[src/rtl/cfg_latch_pkg.sv]
package cfg_latch_pkg;
  localparam int NIB_W   = 4;
  localparam int ADDR_W  = 3;
  localparam int SLOTS   = 1 << ADDR_W;

  typedef struct packed {
    logic             load;
    logic [SLOTS-1:0] slotSel;
  } wr_ctl_t;
endpackage

[src/rtl/cfg_latch_ctrl.sv]
module cfg_latch_ctrl
  import cfg_latch_pkg::*;
(
  input  logic              strobeIn,
  input  logic [ADDR_W-1:0] addrIn,
  output wr_ctl_t           wrCtl
);
  always_comb begin
    wrCtl.load    = strobeIn;
    wrCtl.slotSel = '0;
    for (int i = 0; i < SLOTS; i++) begin
      if (strobeIn && (addrIn == ADDR_W'(i))) wrCtl.slotSel[i] = 1'b1;
    end
  end
endmodule

[src/rtl/cfg_latch_dp.sv]
module cfg_latch_dp
  import cfg_latch_pkg::*;
#(
  parameter int SW_W  = 7,
  parameter int MN_W  = 10,
  parameter int RF_W  = 12
) (
  input  logic             clk,
  input  logic             rst,
  input  logic [NIB_W-1:0] dataIn,
  input  wr_ctl_t          wrCtl,
  output logic [SW_W-1:0]  swallowOut,
  output logic [MN_W-1:0]  mainOut,
  output logic [RF_W-1:0]  refOut
);
  localparam int SW_SLOTS = (SW_W + NIB_W - 1) / NIB_W;
  localparam int MN_SLOTS = (MN_W + NIB_W - 1) / NIB_W;
  localparam int RF_SLOTS = (RF_W + NIB_W - 1) / NIB_W;
  localparam int USED     = SW_SLOTS + MN_SLOTS + RF_SLOTS;
  localparam int TOTAL_W  = SW_W + MN_W + RF_W;

  function automatic int slotBits(input int s);
    int rem;
    if (s < SW_SLOTS)                 rem = SW_W - s * NIB_W;
    else if (s < SW_SLOTS + MN_SLOTS) rem = MN_W - (s - SW_SLOTS) * NIB_W;
    else                              rem = RF_W - (s - SW_SLOTS - MN_SLOTS) * NIB_W;
    return (rem > NIB_W) ? NIB_W : rem;
  endfunction

  function automatic int slotOff(input int s);
    int acc = 0;
    for (int j = 0; j < s; j++) acc += slotBits(j);
    return acc;
  endfunction

  logic [TOTAL_W-1:0] cfgBits;
  logic [TOTAL_W-1:0] nextBits;

  for (genvar g = 0; g < USED; g++) begin : g_slot
    localparam int BITS = slotBits(g);
    localparam int OFF  = slotOff(g);
    assign nextBits[OFF +: BITS] = wrCtl.slotSel[g] ? dataIn[BITS-1:0]
                                                    : cfgBits[OFF +: BITS];
  end

  always_ff @(posedge clk) begin
    if (rst) cfgBits <= '0;
    else     cfgBits <= nextBits;
  end

  assign swallowOut = cfgBits[0 +: SW_W];
  assign mainOut    = cfgBits[SW_W +: MN_W];
  assign refOut     = cfgBits[SW_W + MN_W +: RF_W];
endmodule

[src/rtl/nibble_cfg_latches.sv]
module nibble_cfg_latches
  import cfg_latch_pkg::*;
#(
  parameter int SW_W = 7,
  parameter int MN_W = 10,
  parameter int RF_W = 12
) (
  input  logic              clk,
  input  logic              rst,
  input  logic [NIB_W-1:0]  cfgData,
  input  logic [ADDR_W-1:0] cfgAddr,
  input  logic              cfgStrobe,
  output logic [SW_W-1:0]   swallowWord,
  output logic [MN_W-1:0]   mainWord,
  output logic [RF_W-1:0]   refWord
);
  wr_ctl_t wrCtl;

  cfg_latch_ctrl u_ctrl (
    .strobeIn (cfgStrobe),
    .addrIn   (cfgAddr),
    .wrCtl    (wrCtl)
  );

  cfg_latch_dp #(.SW_W(SW_W), .MN_W(MN_W), .RF_W(RF_W)) u_dp (
    .clk        (clk),
    .rst        (rst),
    .dataIn     (cfgData),
    .wrCtl      (wrCtl),
    .swallowOut (swallowWord),
    .mainOut    (mainWord),
    .refOut     (refWord)
  );
endmodule

[config.mk]
export PLATFORM = sky130hd
export DESIGN_NAME = nibble_cfg_latches
export DESIGN_NICKNAME = d
export VERILOG_FILES = /design/src/rtl/cfg_latch_pkg.sv /design/src/rtl/cfg_latch_ctrl.sv /design/src/rtl/cfg_latch_dp.sv /design/src/rtl/nibble_cfg_latches.sv
export SDC_FILE = /design/constraint.sdc
export NUM_CORES = 1
export LEC_CHECK = 0
export BUFFER_PORTS_ARGS = -buffer_cell sky130_fd_sc_hd__buf_2
export CAP_MARGIN = 20
export CORE_UTILIZATION = 43
export DETAILED_ROUTE_END_ITERATION = 16
export GPL_ROUTABILITY_DRIVEN = 1
export GPL_TIMING_DRIVEN = 0
export PLACE_DENSITY = 0.69
export SETUP_SLACK_MARGIN = 0.5
export SLEW_MARGIN = 20
export SYNTH_ARGS = -nofsm -noshare
export SYNTH_HDL_FRONTEND = slang
export SYNTH_SLANG_ARGS = --single-unit
[constraint.sdc]
create_clock -name clk -period 1.3 [get_ports clk]
set_input_delay 0.065 -clock clk [delete_from_list [all_inputs] [get_ports clk]]
set_output_delay 0.065 -clock clk [all_outputs]
set_load 0.1 [all_outputs]
# Word level (Yosys, flattened, before mapping)
# Index checks and enable logic that the tools add are counted.
# Widths: inputs -> output; s select.
[op_classes]
muxes = 8
eq_ne = 7
reduce_logical = 9
[ops]
columns = ["operator", "n"]
rows = [
  ["$eq 3x3->1 const B", 4],
  ["$logic_and 1x1->1", 8],
  ["$mux 1", 8],
  ["$eq 3x2->1 const B", 2],
  ["$eq 3x1->1 const B", 1],
  ["$logic_not 3->1", 1],
]
[word_totals]
inputBits = 10
regBits = 29
word_cells = 32
output_inout_bits = 29

# Logic depth before layout (Yosys ltp)
# Gate-level depths: netlist of run 1.
[depth]
word_depth = 3
mapped_depth = 4

# Modules after synthesis
# From an unflattened synthesis of run 1, not the netlist that was laid out.
[unflattened]
cells_unflattened = 107
hier_area_um2 = 1211.2
[by_module_without_submodules]
columns = ["mod", "instances", "seq_area_each_um2", "area_each_um2", "cells_per_inst"]
rows = [
  ["cfg_latch_dp", 1, 580.6, 1107.3, 98],
  ["cfg_latch_ctrl", 1, 0.0, 103.8, 9],
]

# Worst setup path after synthesis of run 1
# No wires, ideal clock.
[synth_path]
path_kind = "register -> register"
startpoint = "register u_dp.cfgBits[11] (netlist name)"
endpoint = "register u_dp.cfgBits[11]"
period_less_slack_ps = 1234
arrival_time_ps = 1160
stages_incl_launch_ff = 3
setup_ps = 73
path_buffers = 0
path_slack_ps = 66
cell_sequence = "dfxtp_1 -> nand2b_1 -> mux2i_1"
[synth_rtl]
columns = ["element", "line_no", "text"]
rows = [
  ["to (signal assigned)", "cfg_latch_dp.sv:48", "else cfgBits <= nextBits;"],
  ["to (decl)", "cfg_latch_dp.sv:36", "logic [TOTAL_W-1:0] cfgBits;"],
]

# Worst setup path in the final report of run 1
[layout_path]
startpoint = "register u_dp.cfgBits[7]"
endpoint = "output mainWord[0]"
[layout_rtl]
columns = ["element", "line_no", "text"]
rows = [
  ["to (decl)", "nibble_cfg_latches.sv:14", "output logic [MN_W-1:0] mainWord,"],
]
# No word-level cell between the ends.

==> flow_summary.toml, run 1 <==
[synth]
syn_avg_cell_area_um2 = 10.9
synthCells = 112
yosysUniqueCellTypes = 12
synth-seq-cells = 29
yosys_warnings = 0
synth_nets = 122
synthesis.area_mm2 = 0.00122
seq_area_frac_synth_pct = 47.4

[drt]
vias_per_cell = 4.98
num_vias = 932
firstDrtPassIters = 4
ant_nets = 0
totalWireLength_um = 2710
wire_per_inst_um = 14.5
drc = 0
drtIter0Drc = 12

[cts]
cts_tree = "done"
clk_latency_ns = 0.31
clock_sinks = 29
root_buffer = "clkbuf_4"
clockBufferDepth = 2
cts_buffers = 5
clkTransAtPathRegs_ns = 0.09
cts_hold_buf = 0
htreeDepth = 2

[placed_design]
placed_area_mm2 = 0.00155
place_congestion = 0.666
hpwl_um = 1710
numPortBuffers = 34

[critical_path]
critPathSlowestCell = "dfxtp_4"
critPathMaxFanout = 2
startpoint_type = "register"
cp_cell_sequence = "buf_12"
cp.required_ns = 1.24
worstSetupPathType = "register to output pin"
arrival_ns = 0.87
crit_buf_inv = 1
max_stage_delay_ns = 0.38
crit_family = "flip-flops"
crit_path_end_kind = "output pin"

[cells_and_area]
area.growth.synth_to_final_pct = 68.4
utilization_pct = 79.7
postLayoutCellArea_mm2 = 0.00206
top_regs = "u_dp.cfgBits (29)"
final_cell_mix = "33 x nand2b_1, 29 x mux2i_1, 29 x buf_12"
largest-register = "u_dp.cfgBits"
drive_gt1_share_pct = 49.0
antenna_cells = 0
largest_register_ffs = 29
nNetsFinal = 166
mostFrequentLayoutCell = "nand2b_1"

[global_route]
grt_pass1_vias = 938
grt_pass1_wl_um = 4600
overflow = 0
grt_use_total_pct = 19.4
antenna_found_initial = 0
grt_max_degree = 11

[timing]
max_freq_mhz = 1070
slew_violations = 0
hold_violations = 0
setup_tns_ns = 0
fin_skew_ns = 0
tightestPinTransition_ns = 0.412
fin_crit_ns = 0.932
setup_viol = 0
slew_headroom_pct = 72.6
fin_crit_sh_pct = 71.7
grt_setup_unrepaired = "yes"

[pwr]
irDropWorstVdd_mv = 1.09
p_leak_nw = 0.912
power_density_mw_per_mm2 = 870
power_mw = 1.80

[die]
core_mm2 = 0.00259
rows = 18
dieArea_mm2 = 0.00307
die_w_um = 55.4
initial_core_util_pct = 47.3
num_io_pins = 39
die_y_um = 55.4

[worst_hold_path]
holdCritPathClass = "input port to register"

[status]
run_status = "completed"

[run]
cap_violations = 0
## metal layers
| metal | part of all wire [%] | up-vias | GRT usage, % |
|---|---|---|---|
| met2 | 50 | 30 | 32.0 |
| met5 | 0 | - | 0 |
| li1 | - | 467 | - |
| met1 | 44 | 433 | 23.5 |
| met3 | 4.9 | 2 | 7.96 |
| met4 | 0.52 | 0 | 4.29 |
## final cells by class
| cell class | count | area [um2] |
|---|---|---|
| Sequential cell | 29 | 677 |
| Multi-Input combinational cell | 72 | 592 |
| Buffer | 11 | 70.1 |
| Tap cell | 30 | 37.5 |
| Timing Repair Buffer | 37 | 628 |
| Clock buffer | 8 | 58.8 |
| Fill cell | 155 | 527 |
## power breakdown
group	total (mW)	internal [mW]	switching (mW)	leakage (nW)
Combinational	0.350	0.137	0.213	0.624
Clock	0.554	0.267	0.288	0.0326
Sequential	0.891	0.870	0.0210	0.256
Total	1.80	1.27	0.521	0.912
## kinds of logic after synthesis
group                  synth area share [%]
DFF                                    47.4
and+or+nand+nor                        24.6
muxes                                  23.7
buffers and inverters                  4.29
## final timing paths
| check | depth (start not counted) | startpoint | endpoint | slack (ns) |
|---|---|---|---|---|
| setup reg to reg | 3 | u_dp.cfgBits[17] | u_dp.cfgBits[17] | 0.56 |
| setup / recovery | 1 | u_dp.cfgBits[7] | mainWord[0] | 0.37 |
| hold reg to reg | 2 | u_dp.cfgBits[0] | u_dp.cfgBits[0] | 0.50 |
| hold / removal | 3 | cfgAddr[2] | u_dp.cfgBits[25] | 0.11 |
## per-stage QoR
step / setup slack, ns / std cells / hold slack (ns)
CTS: 0.365 / 184 / 0.110
global placement: 0.192 / 176 / 0.437
global route: 0.329 / 187 / 0.125
detailed placement: 0.182 / 176 / 0.437
floorplan: 0.230 / 112 / 0.315
finish: 0.368 / 187 / 0.115
## Yosys cell counts (all sizes together)
library cell	n	area [um2]
nand4bb	3	33.8
nand4	1	6.26
clkbuf	7	26.3
and4	1	8.76
buf	4	26.3
nand4b	3	26.3
dfxtp	29	581
and4b	1	10.0
or4b	1	10.0
mux2i	29	290
nand2b	33	206
## repair_timing
action                     CTS  global route
resized for setup          116             0
hold endpoints to repair     0             0
setup buffers                0             3
setup endpoints to repair   29            29
(Power assumes the default switching activity.)
==> run 2, diff against run 1 <==
--- a/config.mk
+++ b/config.mk
@@ -11,7 +11,7 @@
 export DETAILED_ROUTE_END_ITERATION = 16
 export GPL_ROUTABILITY_DRIVEN = 1
 export GPL_TIMING_DRIVEN = 0
-export PLACE_DENSITY = 0.69
+export PLACE_DENSITY = 0.72
 export SETUP_SLACK_MARGIN = 0.5
 export SLEW_MARGIN = 20
 export SYNTH_ARGS = -nofsm -noshare
==> constraint.sdc (replaced) <==
create_clock -name clk -period 0.8 [get_ports clk]
set_input_delay 0.04 -clock clk [delete_from_list [all_inputs] [get_ports clk]]
set_output_delay 0.04 -clock clk [all_outputs]
set_load 0.1 [all_outputs]
==> flow_summary.toml, run 2 (synthesized netlist as in run 1, its figures left out) <==
[pwr]
power.share.switching_pct = 27.8
cellInternalPower_mw = 2.32
p_leak_nw = 0.990
p_comb_share_pct = 19.5
power_density_mw_per_mm2 = 1440
pwr-share-clk_pct = 35.7
pwr-share-seq_pct = 44.8
irDropWorstVdd_mv = 1.61
power_mw = 3.21
power_switching_uw = 891

[critical_path]
crit_end = "mainWord[7]"
arrival_ns = 0.88
critPathMaxFanout = 2
reg2reg_slack_ns = -0.04
r2r_start = "u_dp.cfgBits[28]"
crit_family = "flip-flops"
worstSetupPathType = "register to output pin"
cp_cell_sequence = "buf_12"
crit_buf_inv = 1
path_depth = 1
worstReg2RegEnd = "u_dp.cfgBits[28]"
max_stage_delay_ns = 0.38
critPathSlowestCell = "dfxtp_4"
r2r_cells = 4
cp.required_ns = 0.76
startpoint = "u_dp.cfgBits[14]"
crit_path_end_kind = "output pin"
startpoint_type = "register"

[die]
num_io_pins = 39
rows = 18
dieArea_mm2 = 0.00307
initial_core_util_pct = 47.3
die_w_um = 55.4
core_mm2 = 0.00259
die_y_um = 55.4

[cells_and_area]
nNetsFinal = 172
mostFrequentLayoutCell = "buf_12"
multiInputGateArea_um2 = 629
largest_register_ffs = 29
area.growth.synth_to_final_pct = 81.8
layout.cells.non_filler = 193
largest-register = "u_dp.cfgBits"
antenna_cells = 0
final_cell_mix = "30 x buf_12, 29 x nand2b_1, 29 x dfxtp_4"
top_regs = "u_dp.cfgBits (29)"
utilization_pct = 86.0
n_fill_cell = 121
regArea_um2 = 689
drive_gt1_share_pct = 55.8

[timing]
fin_crit_ns = 0.918
grt_setup_unrepaired = "yes"
fin_skew_ns = 0
whs_ns = 0.0917
slew_headroom_pct = 72.2
setup_viol = 30
tightestPinTransition_ns = 0.417
max_freq_mhz = 1090
fin_crit_sh_pct = 115
setup_ws_ns = -0.118
setup_tns_ns = -2.88
hold_violations = 0
slew_violations = 0

[drt]
firstDrtPassIters = 4
totalWireLength_um = 3190
vias_per_cell = 5.19
wire_per_inst_um = 16.5
drc = 0
routed.top_layer = "met4"
drtIter0Drc = 10
num_vias = 1001
wl_met1_um = 1270
wl_met3_um = 117
dr_wl_met2_um = 1730
ant_nets = 0

[worst_hold_path]
holdPathStages = 3
holdCritPathClass = "input port to register"

[global_route]
grt_use_total_pct = 21.0
grt_pass1_wl_um = 4930
grt_pass1_vias = 996
overflow = 0
antenna_found_initial = 0
grt_max_degree = 11

[placed_design]
numPortBuffers = 34
placed_cells = 176
place_congestion = 0.642
hpwl_um = 1860

[cts]
cts_hold_buf = 0
cts_buffers = 5
clk_latency_ns = 0.32
htreeDepth = 2
root_buffer = "clkbuf_4"
clockBufferDepth = 2
clock_sinks = 29
cts_tree = "done"
clkTransAtPathRegs_ns = 0.10

[status]
violations = "negative setup slack"
run_status = "finished, violations left"

[run]
cap_violations = 0
==> run 2: how the worst min path moves through the flow <==
stage / start / end
4_1_cts: cfgAddr[2] / u_dp.cfgBits[26]
6_report: cfgAddr[2] / u_dp.cfgBits[24]
3_3_place_gp: cfgAddr[2] / u_dp.cfgBits[26]
2_1_floorplan: cfgData[3] / u_dp.cfgBits[3]
5_1_grt: cfgAddr[2] / u_dp.cfgBits[23]
3_5_place_dp: cfgAddr[2] / u_dp.cfgBits[26]
==> run 2: metal layers <==
layer / track usage, % / up-vias
met5: 0 / -
met4: 11.1 / 0
met3: 4.45 / 8
met2: 36.3 / 34
met1: 24.1 / 475
li1: - / 484
==> run 2: area by class of cell <==
class / count / share of cell area [%]
buffer: 11 / 4.66
clock buffer: 6 / 1.85
clock inverter: 2 / 1.52
multi-input combinational: 72 / 28.3
sequential: 29 / 31.0
tap: 30 / 1.69
timing repair buffer: 43 / 31.1
==> run 2: power groups by stage <==
stage	sequential, mW	combinational [mW]	clock (mW)
floorplan	1.68	0.154	0
global placement	1.45	0.461	0
detailed placement	1.45	0.466	0
CTS	1.43	0.587	1.15
global route	1.44	0.646	1.22
finish	1.44	0.625	1.15
==> run 2: metrics by stage <==
stage	setup slack [ns]	cell area, um2
after global routing	-0.148	2230
after floorplan	-0.242	1350
after detailed placement	-0.284	1560
final	-0.118	2230
after CTS	-0.113	2120
after global placement	-0.275	1560
==> run 2: what timing repair did <==
| action | CTS | global route |
|---|---|---|
| setup endpoints to repair | 58 | 58 |
| gates resized for setup | 124 | 11 |
| pin swaps | 1 | 1 |
| buffers inserted | 3 | 6 |
| gates cloned | 0 | 0 |
==> run 3, diff against run 2 <==
--- a/config.mk
+++ b/config.mk
@@ -16,4 +16,5 @@
 export SLEW_MARGIN = 20
 export SYNTH_ARGS = -nofsm -noshare
 export SYNTH_HDL_FRONTEND = slang
+export SYNTH_HIERARCHICAL = 1
 export SYNTH_SLANG_ARGS = --single-unit
==> flow_summary.toml, run 3 <==
[timing]
hold_violations = 10
setup_ws_ns = -0.117
fin_skew_ns = 0
tightestPinTransition_ns = 0.181
fin_crit_sh_pct = 115
slew_headroom_pct = 87.6
grt_setup_unrepaired = "yes"
setup_viol = 30
max_freq_mhz = 1090
setup_tns_ns = -3.04
whs_ns = -0.0826
slew_violations = 0
fin_crit_ns = 0.917

[global_route]
antenna_found_initial = 0
overflow = 0
grt_pass1_vias = 945
grt_use_total_pct = 22.6
grt_max_degree = 11
grt_pass1_wl_um = 4500

[cells_and_area]
mostFrequentLayoutCell = "buf_12"
top_regs = "u_dp/cfgBits (29)"
area.growth.synth_to_final_pct = 73.2
final_cell_mix = "30 x buf_12, 29 x dfxtp_4, 23 x mux2i_1"
antenna_cells = 0
postLayoutCellArea_mm2 = 0.00208
drive_gt1_share_pct = 70.9
nNetsFinal = 161
largest-register = "u_dp/cfgBits"
largest_register_ffs = 29

[drt]
firstDrtPassIters = 2
num_vias = 941
drtIter0Drc = 4
drc = 0
vias_per_cell = 5.20
ant_nets = 0
wire_per_inst_um = 16.6
totalWireLength_um = 3000

[die]
num_io_pins = 39
dieArea_mm2 = 0.00301
core_mm2 = 0.00257
die_y_um = 54.9
initial_core_util_pct = 46.9
rows = 18
die_w_um = 54.9

[synth]
syn_avg_cell_area_um2 = 11.4
yosys_warnings = 6
synthCells = 106
synthesis.area_mm2 = 0.00120
synth_nets = 116

[critical_path]
cp_cell_sequence = "buf_12"
critPathMaxFanout = 2
startpoint_type = "register"
worstSetupPathType = "register to output pin"
reg2reg_slack_ns = -0.10
crit_path_end_kind = "output pin"
crit_family = "flip-flops"
max_stage_delay_ns = 0.38
arrival_ns = 0.88
cp.required_ns = 0.76
crit_buf_inv = 1
critPathSlowestCell = "dfxtp_4"

[placed_design]
hpwl_um = 1810
place_congestion = 0.668
placed_area_mm2 = 0.00153
numPortBuffers = 35

[cts]
htreeDepth = 2
root_buffer = "clkbuf_4"
clock_sinks = 29
clockBufferDepth = 2
clkTransAtPathRegs_ns = 0.09
clk_latency_ns = 0.32
cts_buffers = 5
cts_tree = "done"

[pwr]
power_density_mw_per_mm2 = 1350
p_leak_nw = 0.768
irDropWorstVdd_mv = 1.46

[worst_hold_path]
holdCritPathClass = "input port to register"

[status]
violations = "negative hold slack, negative setup slack"
run_status = "finished, violations left"

[run]
cap_violations = 0
## run 3: area by class of cell
class                      instances  area [um2]
multi-input combinational         66         561
tap                               30        37.5
clock buffer                       6        41.3
timing repair buffer              38         649
buffer                            11         103
fill                             144         483
sequential                        29         689
clock inverter                     1        3.75
## run 3: path summary, 6_finish.rpt
check,from,end,cells after the start
max,u_dp/cfgBits[13],mainWord[6],1
min,rst,u_dp/cfgBits[24],2
max reg2reg,u_dp/cfgBits[19],u_dp/cfgBits[19],4
min reg2reg,u_dp/cfgBits[7],u_dp/cfgBits[7],2
## run 3: metal layers
metal  track usage [%]  wire (um)  up-vias
li1                  -          -      457
met1              24.6       1260      454
met2              38.4       1570       25
met3              8.74        125        5
met4              10.8         42        0
met5                 0          0        -
## run 3: where the power goes
group / total, mW / internal [mW] / switching [mW] / leakage (nW)
clock: 0.788 / 0.318 / 0.470 / 0.0258
combinational: 0.602 / 0.234 / 0.368 / 0.485
sequential: 1.43 / 1.40 / 0.0353 / 0.257
total: 2.82 / 1.95 / 0.874 / 0.768
## run 3: worst register-to-register path: cells and delay by family (launching register included)
| kind | cells | cell delay [ns] |
|---|---|---|
| buffers and inverters | 2 | 0.23 |
| multiplexers | 1 | 0.13 |
| AND/OR/NAND/NOR | 1 | 0.06 |
| flip-flops | 1 | 0.36 |
## run 3: what timing repair did
action | 4_1_cts | 5_1_grt
setup endpoints to repair | 58 | 58
endpoints found under the hold margin | 19 | 9
setup buffers | 2 | 1
gates resized for setup | 120 | 9
pin swaps | 3 | 5
## run 3: through the flow
stage	worst slack [ns]	util (%)	instances	power [mW]	hold slack, ns
after floorplan	0.00671	-	106	1.83	0.186
after global placement	-0.185	59.7	171	1.91	0.256
after CTS	-0.125	79.6	180	2.84	-0.0990
after detailed placement	-0.226	59.7	171	1.92	0.263
after global routing	-0.149	81.2	181	2.94	-0.0901
final	-0.117	81.2	181	2.82	-0.0826
